## config.mk

```make
export PLATFORM = sky130hd
export DESIGN_NAME = adc_group_seq
export DESIGN_NICKNAME = d
export VERILOG_FILES = /design/src/rtl/adcseq_pkg.sv /design/src/rtl/adcseq_lane.sv /design/src/rtl/adcseq_ctrl.sv /design/src/rtl/adcseq_outmux.sv /design/src/rtl/adc_group_seq.sv
export SDC_FILE = /design/constraint.sdc
export NUM_CORES = 1
export LEC_CHECK = 0
export ABC_AREA = 0
export CAP_MARGIN = 10
export CELL_PAD_IN_SITES_DETAIL_PLACEMENT = 2
export CELL_PAD_IN_SITES_GLOBAL_PLACEMENT = 2
export CORE_MARGIN = 3
export CORE_UTILIZATION = 36
export DETAILED_ROUTE_END_ITERATION = 6
export GPL_TIMING_DRIVEN = 0
export PLACE_DENSITY = 0.81
export SETUP_SLACK_MARGIN = 0.15
export SKIP_CTS_REPAIR_TIMING = 1
export SLEW_MARGIN = 5
export SYNTH_ARGS = -nofsm -noshare
export SYNTH_HDL_FRONTEND = slang
export SYNTH_SLANG_ARGS = --single-unit
```

## constraint.sdc

```tcl
create_clock -name clk -period 2.8 [get_ports clk]
set_clock_uncertainty 0.15 [all_clocks]
set_input_delay 0.28 -clock clk [delete_from_list [all_inputs] [get_ports clk]]
set_output_delay 0.28 -clock clk [all_outputs]
set_load 0.005 [all_outputs]
```

## src/rtl/adcseq_pkg.sv

```systemverilog
package adcseq_pkg;

    typedef enum logic [2:0] {
        ST_IDLE,
        ST_SELECT,
        ST_CONVERT,
        ST_READ,
        ST_SETTLE
    } seq_state_t;

endpackage

```

## src/rtl/adcseq_lane.sv

```systemverilog
// One converter's serial-to-parallel capture register, MSB first.
module adcseq_lane #(
    parameter int RES_W = 14
) (
    input  logic             clk,
    input  logic             rst_n,
    input  logic             shift_en,
    input  logic             sdata_bit,
    output logic [RES_W-1:0] word
);

    logic [RES_W-1:0] shreg;

    always_ff @(posedge clk) begin
        if (!rst_n) begin
            shreg <= '0;
        end else if (shift_en) begin
            shreg <= {shreg[RES_W-2:0], sdata_bit};
        end
    end

    assign word = shreg;

endmodule

```

## src/rtl/adcseq_ctrl.sv

```systemverilog
// Sequencing FSM: group select, conversion timing, serial clocking, settle and push.
module adcseq_ctrl
    import adcseq_pkg::*;
#(
    parameter int NUM_CONV    = 8,
    parameter int RES_W       = 14,
    parameter int CONV_CYCLES = 24,
    parameter int SETTLE_W    = 8
) (
    input  logic                        clk,
    input  logic                        rst_n,
    input  logic                        enable,
    input  logic                        scan_mode,
    input  logic                        group_sel,
    input  logic [SETTLE_W-1:0]         settle_cycles,
    input  logic                        fifo_full,
    output logic                        hold,
    output logic                        sclk,
    output logic                        shift_en,
    output logic                        mux_sel,
    output logic                        fifo_wr,
    output logic [$clog2(NUM_CONV)-1:0] lane_idx
);

    localparam int LANE_W = $clog2(NUM_CONV);
    localparam int IDX_W  = $clog2(NUM_CONV + 1);
    localparam int BIT_W  = $clog2(RES_W);
    localparam int CV_W   = (CONV_CYCLES > 1) ? $clog2(CONV_CYCLES) : 1;
    localparam int CNT_W  = (SETTLE_W > CV_W) ? SETTLE_W : CV_W;

    seq_state_t       state, state_nx;
    logic [CNT_W-1:0] cnt;
    logic [BIT_W-1:0] bit_cnt;
    logic             sclk_q;
    logic             mux_q;
    logic             scan_next;
    logic [IDX_W-1:0] push_idx;
    logic             grp_pick;
    logic             settle_done;
    logic             read_last;
    logic             push_valid;

    assign grp_pick    = scan_mode ? scan_next : group_sel;
    assign read_last   = sclk_q && (bit_cnt == BIT_W'(RES_W - 1));
    assign settle_done = (cnt == '0) && (push_idx == IDX_W'(NUM_CONV)) && !fifo_full;

    // State register
    always_ff @(posedge clk) begin
        if (!rst_n) begin
            state <= ST_IDLE;
        end else begin
            state <= state_nx;
        end
    end

    // Next-state logic
    always_comb begin
        state_nx = state;
        unique case (state)
            ST_IDLE:    if (enable) state_nx = ST_SELECT;
            ST_SELECT:  state_nx = ST_CONVERT;
            ST_CONVERT: if (cnt == '0) state_nx = ST_READ;
            ST_READ:    if (read_last) state_nx = ST_SETTLE;
            ST_SETTLE:  if (settle_done) state_nx = enable ? ST_SELECT : ST_IDLE;
            default:    state_nx = ST_IDLE;
        endcase
    end

    // Counters, serial clock, group bookkeeping
    always_ff @(posedge clk) begin
        if (!rst_n) begin
            cnt       <= '0;
            bit_cnt   <= '0;
            sclk_q    <= 1'b0;
            mux_q     <= 1'b0;
            scan_next <= 1'b0;
            push_idx  <= '0;
        end else begin
            unique case (state)
                ST_IDLE: begin
                    if (enable) begin
                        mux_q     <= grp_pick;
                        scan_next <= ~grp_pick;
                    end
                end
                ST_SELECT: begin
                    cnt <= CNT_W'(CONV_CYCLES - 1);
                end
                ST_CONVERT: begin
                    if (cnt != '0) begin
                        cnt <= cnt - CNT_W'(1);
                    end else begin
                        bit_cnt <= '0;
                        sclk_q  <= 1'b0;
                    end
                end
                ST_READ: begin
                    sclk_q <= ~sclk_q;
                    if (sclk_q) begin
                        bit_cnt <= bit_cnt + BIT_W'(1);
                        if (read_last) begin
                            cnt      <= CNT_W'(settle_cycles);
                            push_idx <= '0;
                        end
                    end
                end
                ST_SETTLE: begin
                    if (fifo_wr) push_idx <= push_idx + IDX_W'(1);
                    if (cnt != '0) cnt <= cnt - CNT_W'(1);
                    if (settle_done) begin
                        if (enable) begin
                            mux_q     <= grp_pick;
                            scan_next <= ~grp_pick;
                        end else begin
                            scan_next <= 1'b0;
                        end
                    end
                end
                default: ;
            endcase
        end
    end

    // Outputs
    always_comb begin
        hold       = (state == ST_CONVERT);
        sclk       = sclk_q;
        shift_en   = (state == ST_READ) && sclk_q;
        mux_sel    = mux_q;
        push_valid = (state == ST_SETTLE) && (push_idx < IDX_W'(NUM_CONV));
        fifo_wr    = push_valid && !fifo_full;
        lane_idx   = push_idx[LANE_W-1:0];
    end

endmodule

```

## src/rtl/adcseq_outmux.sv

```systemverilog
// Picks the result for the current push and tags it with its channel number.
module adcseq_outmux #(
    parameter int NUM_CONV = 8,
    parameter int RES_W    = 14
) (
    input  logic [NUM_CONV-1:0][RES_W-1:0]     words,
    input  logic [$clog2(NUM_CONV)-1:0]        lane_idx,
    input  logic                               group,
    output logic [$clog2(NUM_CONV)+RES_W:0]    fifo_data
);

    always_comb begin
        fifo_data = {group, lane_idx, words[lane_idx]};
    end

endmodule

```

## src/rtl/adc_group_seq.sv

```systemverilog
module adc_group_seq #(
    parameter int NUM_CONV    = 8,
    parameter int RES_W       = 14,
    parameter int CONV_CYCLES = 24,
    parameter int SETTLE_W    = 8,
    localparam int LANE_W     = $clog2(NUM_CONV),
    localparam int OUT_W      = LANE_W + 1 + RES_W
) (
    input  logic                clk,
    input  logic                rst_n,
    input  logic                enable,
    input  logic                scan_mode,
    input  logic                group_sel,
    input  logic [SETTLE_W-1:0] settle_cycles,
    input  logic                fifo_full,
    input  logic [NUM_CONV-1:0] sdata,
    output logic                mux_sel,
    output logic                hold,
    output logic                sclk,
    output logic                fifo_wr,
    output logic [OUT_W-1:0]    fifo_data
);

    logic                          shift_en;
    logic [LANE_W-1:0]             lane_idx;
    logic [NUM_CONV-1:0][RES_W-1:0] words;

    adcseq_ctrl #(
        .NUM_CONV    (NUM_CONV),
        .RES_W       (RES_W),
        .CONV_CYCLES (CONV_CYCLES),
        .SETTLE_W    (SETTLE_W)
    ) u_ctrl (
        .clk           (clk),
        .rst_n         (rst_n),
        .enable        (enable),
        .scan_mode     (scan_mode),
        .group_sel     (group_sel),
        .settle_cycles (settle_cycles),
        .fifo_full     (fifo_full),
        .hold          (hold),
        .sclk          (sclk),
        .shift_en      (shift_en),
        .mux_sel       (mux_sel),
        .fifo_wr       (fifo_wr),
        .lane_idx      (lane_idx)
    );

    for (genvar g = 0; g < NUM_CONV; g++) begin : g_lane
        adcseq_lane #(.RES_W(RES_W)) u_lane (
            .clk       (clk),
            .rst_n     (rst_n),
            .shift_en  (shift_en),
            .sdata_bit (sdata[g]),
            .word      (words[g])
        );
    end

    adcseq_outmux #(
        .NUM_CONV (NUM_CONV),
        .RES_W    (RES_W)
    ) u_outmux (
        .words     (words),
        .lane_idx  (lane_idx),
        .group     (mux_sel),
        .fifo_data (fifo_data)
    );

endmodule

```

==> results of run 1 <==
==> cell families after synthesis <==
kind of cell | count (synthesis) | synth area share
AND/OR/NAND/NOR | 292 | 0.201
AO/OA/AOI/OAI | 177 | 0.168
flip-flops | 134 | 0.439
buffers and inverters | 67 | 0.0467
multiplexers | 45 | 0.134
adder cells (fa/ha/maj) | 5 | 0.0102
==> area by class of cell <==
cell class                 instances  area share
multi-input combinational        519       0.414
tap                              216      0.0354
timing repair buffer              52      0.0724
sequential                       134       0.352
clock inverter                    14      0.0187
inverter                           9     0.00443
clock buffer                      18      0.0562
buffer                            58      0.0461
==> worst min-delay path, cell delays in order <==
cell and delay [ns]:
clkdlybuf4s50_1 0.40, nand2_1 0.06, a21oi_1 0.05
==> state kept, by name, summed over array words and instances, names as in the netlist <==
register / cells
u_ctrl.state: 3
u_ctrl.push_idx: 4
u_ctrl.mux_sel: 1
g_lane.u_lane.word: 112
u_ctrl.sclk: 1
u_ctrl.bit_cnt: 4
u_ctrl.scan_next: 1
u_ctrl.cnt: 8
==> layer usage <==
metal,track usage,wire length (um)
met5,0,13
met4,0.0857,569
met3,0.0496,909
met2,0.456,12400
met1,0.303,10100
==> cell usage in the layout (no fill, tap or decap), drive strengths merged, types with 3 or more instances in the layout <==
cell type,netlist,layout
mux2,15,15
nand2b,3,3
o32ai,5,5
nand2,240,240
o2111ai,3,3
o32a,4,4
and2,3,3
clkdlybuf4s50,0,28
o21ai,12,12
o211ai,4,4
or3b,3,3
mux4,28,28
inv,9,16
dfxtp,134,134
o31ai,4,4
nand3,4,4
a211oi,3,3
clkbuf,30,48
or2,3,3
a32oi,3,3
dlymetal6s2s,0,15
nor3b,5,5
ha,5,5
nor2,10,10
o21a,3,3
clkinvlp,0,5
nand4,3,3
a21oi,126,126
buf,28,37
nor3,4,4
nor4,5,5
==> worst max path at each step <==
| stage | slack [ns] | to | cells after the start |
|---|---|---|---|
| global route | 0.10 | g_lane[1].u_lane.word[1] | 8 |
| CTS | -0.87 | fifo_data[9] | 6 |
| global placement | -0.37 | fifo_data[4] | 5 |
| floorplan | 0.65 | fifo_data[10] | 5 |
| finish | 0.22 | hold | 4 |
| detailed placement | -0.41 | fifo_data[4] | 5 |
==> power by group through the flow <==
| stage | registers (mW) | clock network, mW | logic [mW] |
|---|---|---|---|
| 2_1_floorplan | 2.01 | 0 | 0.342 |
| 3_3_place_gp | 2.02 | 0 | 0.480 |
| 3_5_place_dp | 2.02 | 0 | 0.507 |
| 4_1_cts | 1.98 | 2.25 | 0.519 |
| 5_1_grt | 1.99 | 2.36 | 0.588 |
| 6_report | 1.98 | 2.23 | 0.540 |
==> per-stage QoR <==
step	cell area, um^2	utilization	hold WS [ns]
CTS	7380	0.455	0.242
floorplan	6110	-	0.266
global route	7630	0.470	0.260
detailed placement	6810	0.419	0.302
global placement	6810	0.419	0.290
finish	7630	0.470	0.253
==> results.toml, run 1 <==
[die]
dieHeight_um = 136
initial_core_util = 0.376
row_count = 46
floorplan.io_pins = 44
die-width_um = 136
area_of_the_die_um2 = 18600
core_area_um2 = 16200

[setup_path]
cp.buffers_inverters = 3
critPathTopFamily = "buffers and inverters"
timing.critical_path.arrival_ns = 2.15
reg2reg_from = "u_ctrl.state[2]"
timing.critical_path.cells = "buf_2, or3b_2, inv_1, clkdlybuf4s50_1"
critical-path-max-stage-delay_ns = 0.56
critical_path.startpoint_type = "flip-flop"
worstPathRequired_ns = 2.37
critPathMaxFanout = 10
crit_type = "flip-flop to output port"
r2r-end = "g_lane[1].u_lane.word[1]"
timing.critical_path.to_type = "output port"
crit_path_top_delay_cell = "or3b_2"
rr_worst_depth = 8
critical_path.startpoint = "u_ctrl.state[2]"
reg2reg_slack_ns = 0.22

[yosys]
synth_sequential_area_ratio = 0.439
flip_flop_and_latch_count_after_synthesis = 134
post_synth_most_frequent_cells = "nand2_1, dfxtp_1, a21oi_1"
post_synth.cell_area_avg_um2 = 8.48
async_reset_ff_frac = 0
synth_top_area_cell = "dfxtp_1"
synth_nets = 747
synth_top_cells_by_area = "dfxtp_1, nand2_1, mux4_2"
syn_inst = 720
yosysMostFrequentCell = "nand2_1"
synth_top_area_frac = 0.439
syn_area_um2 = 6110
synth_enable_flop_cells = 0
post_synth_num_cell_types = 53
ys.flop_type = "dfxtp_1"
synth-warning-count = 0

[power]
power.share.switching = 0.286
power_report.internal_total_mw = 3.39
clock_power_share = 0.469
totalPowerFinal_mw = 4.75
power.combinational.fraction = 0.114
p_switching_mw = 1.36
leakage_nw = 2.76
irDropWorstVdd_v = 0.000492
sequentialPowerShare = 0.417
power_density_nw_per_um2 = 622

[routing]
drtAntennaViolNets = 0
vias_per_std_cell = 5.72
finalWirelength_mm = 24.0
detail_route.drc_violations = 0
dr.first_iter.drc_count = 370
routed_wire_length_per_instance_um = 23.5
drtPass1Iterations = 5
route.vias.total = 5838

[sta]
timing.final.setup_violations = 0
rsz0062_at_grt = "no"
finalHoldViolations = 0
period_share = 0.923
worst_slew_pin_slew_ns = 0.793
drv_slew = 0
fin_tns_setup_ns = 0
max_slew_margin = 0.470
achievable-frequency_mhz = 387
final_period_minus_worst_setup_slack_ns = 2.58
smallest_setup_slack_after_layout_ns = 0.216

[job]
cap_viol_max_count = 0

[finish]
layout-area-overhead-vs-synth_pct = 25.0
final_nets = 818
fill_cell_instance_count_of_the_final_layout = 1772
antenna_cells_inserted = 0
seq_area_um2 = 2690
final_layout_size_suffix_gt1_frac = 0.160
multi_input_logic_area_um2 = 3160
final_cells = 1020

[clock_tree]
clkSinkCount = 134
cts_root_buffer_type = "clkbuf_16"
htreeDepth = 4
clkSlewWorstSetupHoldPaths_ns = 0.07
num_cts_buffers = 17
clk-insertion-delay-late_ns = 0.43
tritoncts_clock_tree = "built"
cts_buffer_depth = 2

[grt]
vias_in_the_first_global_route = 6265
global_route.usage.total = 0.254
grt_first_pass_wirelength_mm = 35.8
grt_max_degree = 17
antenna_found_initial = 1
overflow_after_grt = 0

[worst_hold_path]
min_from = "sdata[5]"
min_path_type = "input port to flip-flop"
min_path_cells = 3
hold_path_end = "g_lane[5].u_lane.word[0]"

[run_status]
outcome = "completed"

[placement]
hpwl_mm = 15.8
placed_cells_incl_taps = 979
finalWeightedCongestion = 0.826
dp_slack_ns = -0.408
buffers_on_ports = 43
Note: power is estimated with default switching activity, not from simulation.
==> run 2: changes to the inputs <==
- clock period: 2.8 -> 2.5 ns (I/O delays scaled with it)
==> results.toml, run 2 (same netlist as run 1, synthesis figures left out) <==
[setup_path]
timing.critical_path.arrival_ns = 2.19
critPathTopFamily = "multiplexers"
critical_path.startpoint_type = "flip-flop"
worstPathRequired_ns = 2.10
cp.buffers_inverters = 4
critical_path.startpoint = "u_ctrl.push_idx[0]"
crit_type = "flip-flop to output port"
timing.critical_path.cells = "buf_8, buf_12, clkbuf_16, mux4_2, mux2_4, clkbuf_2"
timing.critical_path.to_type = "output port"
crit_path_top_delay_cell = "mux4_2"
critical-path-max-stage-delay_ns = 0.57
critPathMaxFanout = 5
reg2reg_from = "u_ctrl.state[0]"

[grt]
global_route.usage.total = 0.254
grt_first_pass_wirelength_mm = 35.8
vias_in_the_first_global_route = 6265
globalRouteMet1Util = 0.303
globalRouteMet3Util = 0.0496
overflow_after_grt = 0
top_usage_layer = "met2"
antenna_found_initial = 1
groute.layer.met2.usage = 0.456
grt_max_degree = 17

[placement]
buffers_on_ports = 43
dpl_cell_area_um2 = 6810
hpwl_mm = 15.8
placed_cells_incl_taps = 979
finalWeightedCongestion = 0.826
dp_slack_ns = -0.678

[die]
core_area_um2 = 16200
floorplan.io_pins = 44
row_count = 46
die-width_um = 136
area_of_the_die_um2 = 18600
initial_core_util = 0.376
dieHeight_um = 136

[clock_tree]
clk-insertion-delay-late_ns = 0.44
num_cts_buffers = 17
clkSinkCount = 134
clkSlewWorstSetupHoldPaths_ns = 0.07
tritoncts_clock_tree = "built"
cts_root_buffer_type = "clkbuf_16"
cts_buffer_depth = 2
htreeDepth = 4

[sta]
smallest_setup_slack_after_layout_ns = -0.0885
rsz0062_at_grt = "yes"
timing.final.setup_violations = 9
final_period_minus_worst_setup_slack_ns = 2.59
max_slew_margin = 0.528
period_share = 1.04
worst_slew_pin_slew_ns = 0.709
finalHoldViolations = 0
drv_slew = 0
achievable-frequency_mhz = 386

[run_status]
violations = "setup timing"
outcome = "finished, violations left"

[worst_hold_path]
min_path_type = "input port to flip-flop"
min_from = "sdata[5]"

[routing]
drtPass1Iterations = 4
dr.first_iter.drc_count = 373
finalWirelength_mm = 27.1
route.vias.total = 6069
routed_wire_length_per_instance_um = 26.2
detail_route.drc_violations = 0
drtAntennaViolNets = 0
vias_per_std_cell = 5.88

[finish]
most-common-layout-cells = "nand2_1, dfxtp_1, a21oi_1"
max_ffs_per_register = 112
stdcell_area_um2 = 7890
final_cells = 1033
final_layout_size_suffix_gt1_frac = 0.211
antenna_cells_inserted = 0
layout-area-overhead-vs-synth_pct = 29.2
final_nets = 831
layout.cells.most_common = "nand2_1"

[power]
power_density_nw_per_um2 = 689
leakage_nw = 2.64
irDropWorstVdd_v = 0.000516

[job]
cap_viol_max_count = 0
## run 2: changes by cell type in the layout (fill, tap and decap cells not counted), moves of 6 or more
cell / delta
buf_2: -8
buf_4: +6
buf_6: +18
clkbuf_1: -7
clkbuf_2: +16
dlymetal6s2s_1: -15
mux2_2: -12
mux2_4: +12
## run 2: report_power, final
part           total (mW)  leakage [nW]  switching (mW)  internal, mW
sequential           2.23          1.08          0.0629          2.17
clock                2.55         0.264            1.15          1.40
combinational       0.661          1.30           0.400         0.261
total                5.44          2.64            1.61          3.83
## run 2: layout make-up
type,count,area [um^2]
Buffer,58,409
Clock buffer,18,429
Inverter,9,36.3
Tap cell,216,270
Clock inverter,14,143
Multi-Input combinational cell,519,3260
Sequential cell,134,2690
Timing Repair Buffer,65,651
Fill cell,1730,8340
## run 2: per-stage QoR
step / util / hold WS, ns / power (mW) / setup TNS [ns]
after floorplan: - / 0.236 / 2.63 / 0
after global placement: 0.419 / 0.290 / 2.80 / -6.42
after detailed placement: 0.419 / 0.302 / 2.83 / -7.47
after CTS: 0.455 / 0.212 / 5.32 / -14.51
after global routing: 0.486 / 0.221 / 5.62 / -0.616
final: 0.486 / 0.205 / 5.44 / -0.430
## run 2: worst paths after layout
check / to / slack, ns / cells after the start
setup reg to reg: g_lane[0].u_lane.word[6] / 0.11 / 6
hold / removal: g_lane[5].u_lane.word[0] / 0.21 / 3
setup / recovery: fifo_data[6] / -0.09 / 6
hold reg to reg: g_lane[5].u_lane.word[1] / 0.32 / 2
## run 2: worst min-delay path, cell delays in order
cell	delay, ns
clkdlybuf4s50_1	0.40
nand2_1	0.06
a21oi_1	0.05
## run 2: routing by layer
metal | share of wire | vias up
met5 | 0.00067 | -
li1 | - | 2681
met3 | 0.044 | 72
met2 | 0.52 | 190
met1 | 0.40 | 3124
met4 | 0.040 | 2
==> run 3: changes to the inputs <==
- ABC_CLOCK_PERIOD_IN_PS: default -> 2500
==> results of run 3 <==
Final layout, timing and power as in run 2 (identical DEF).
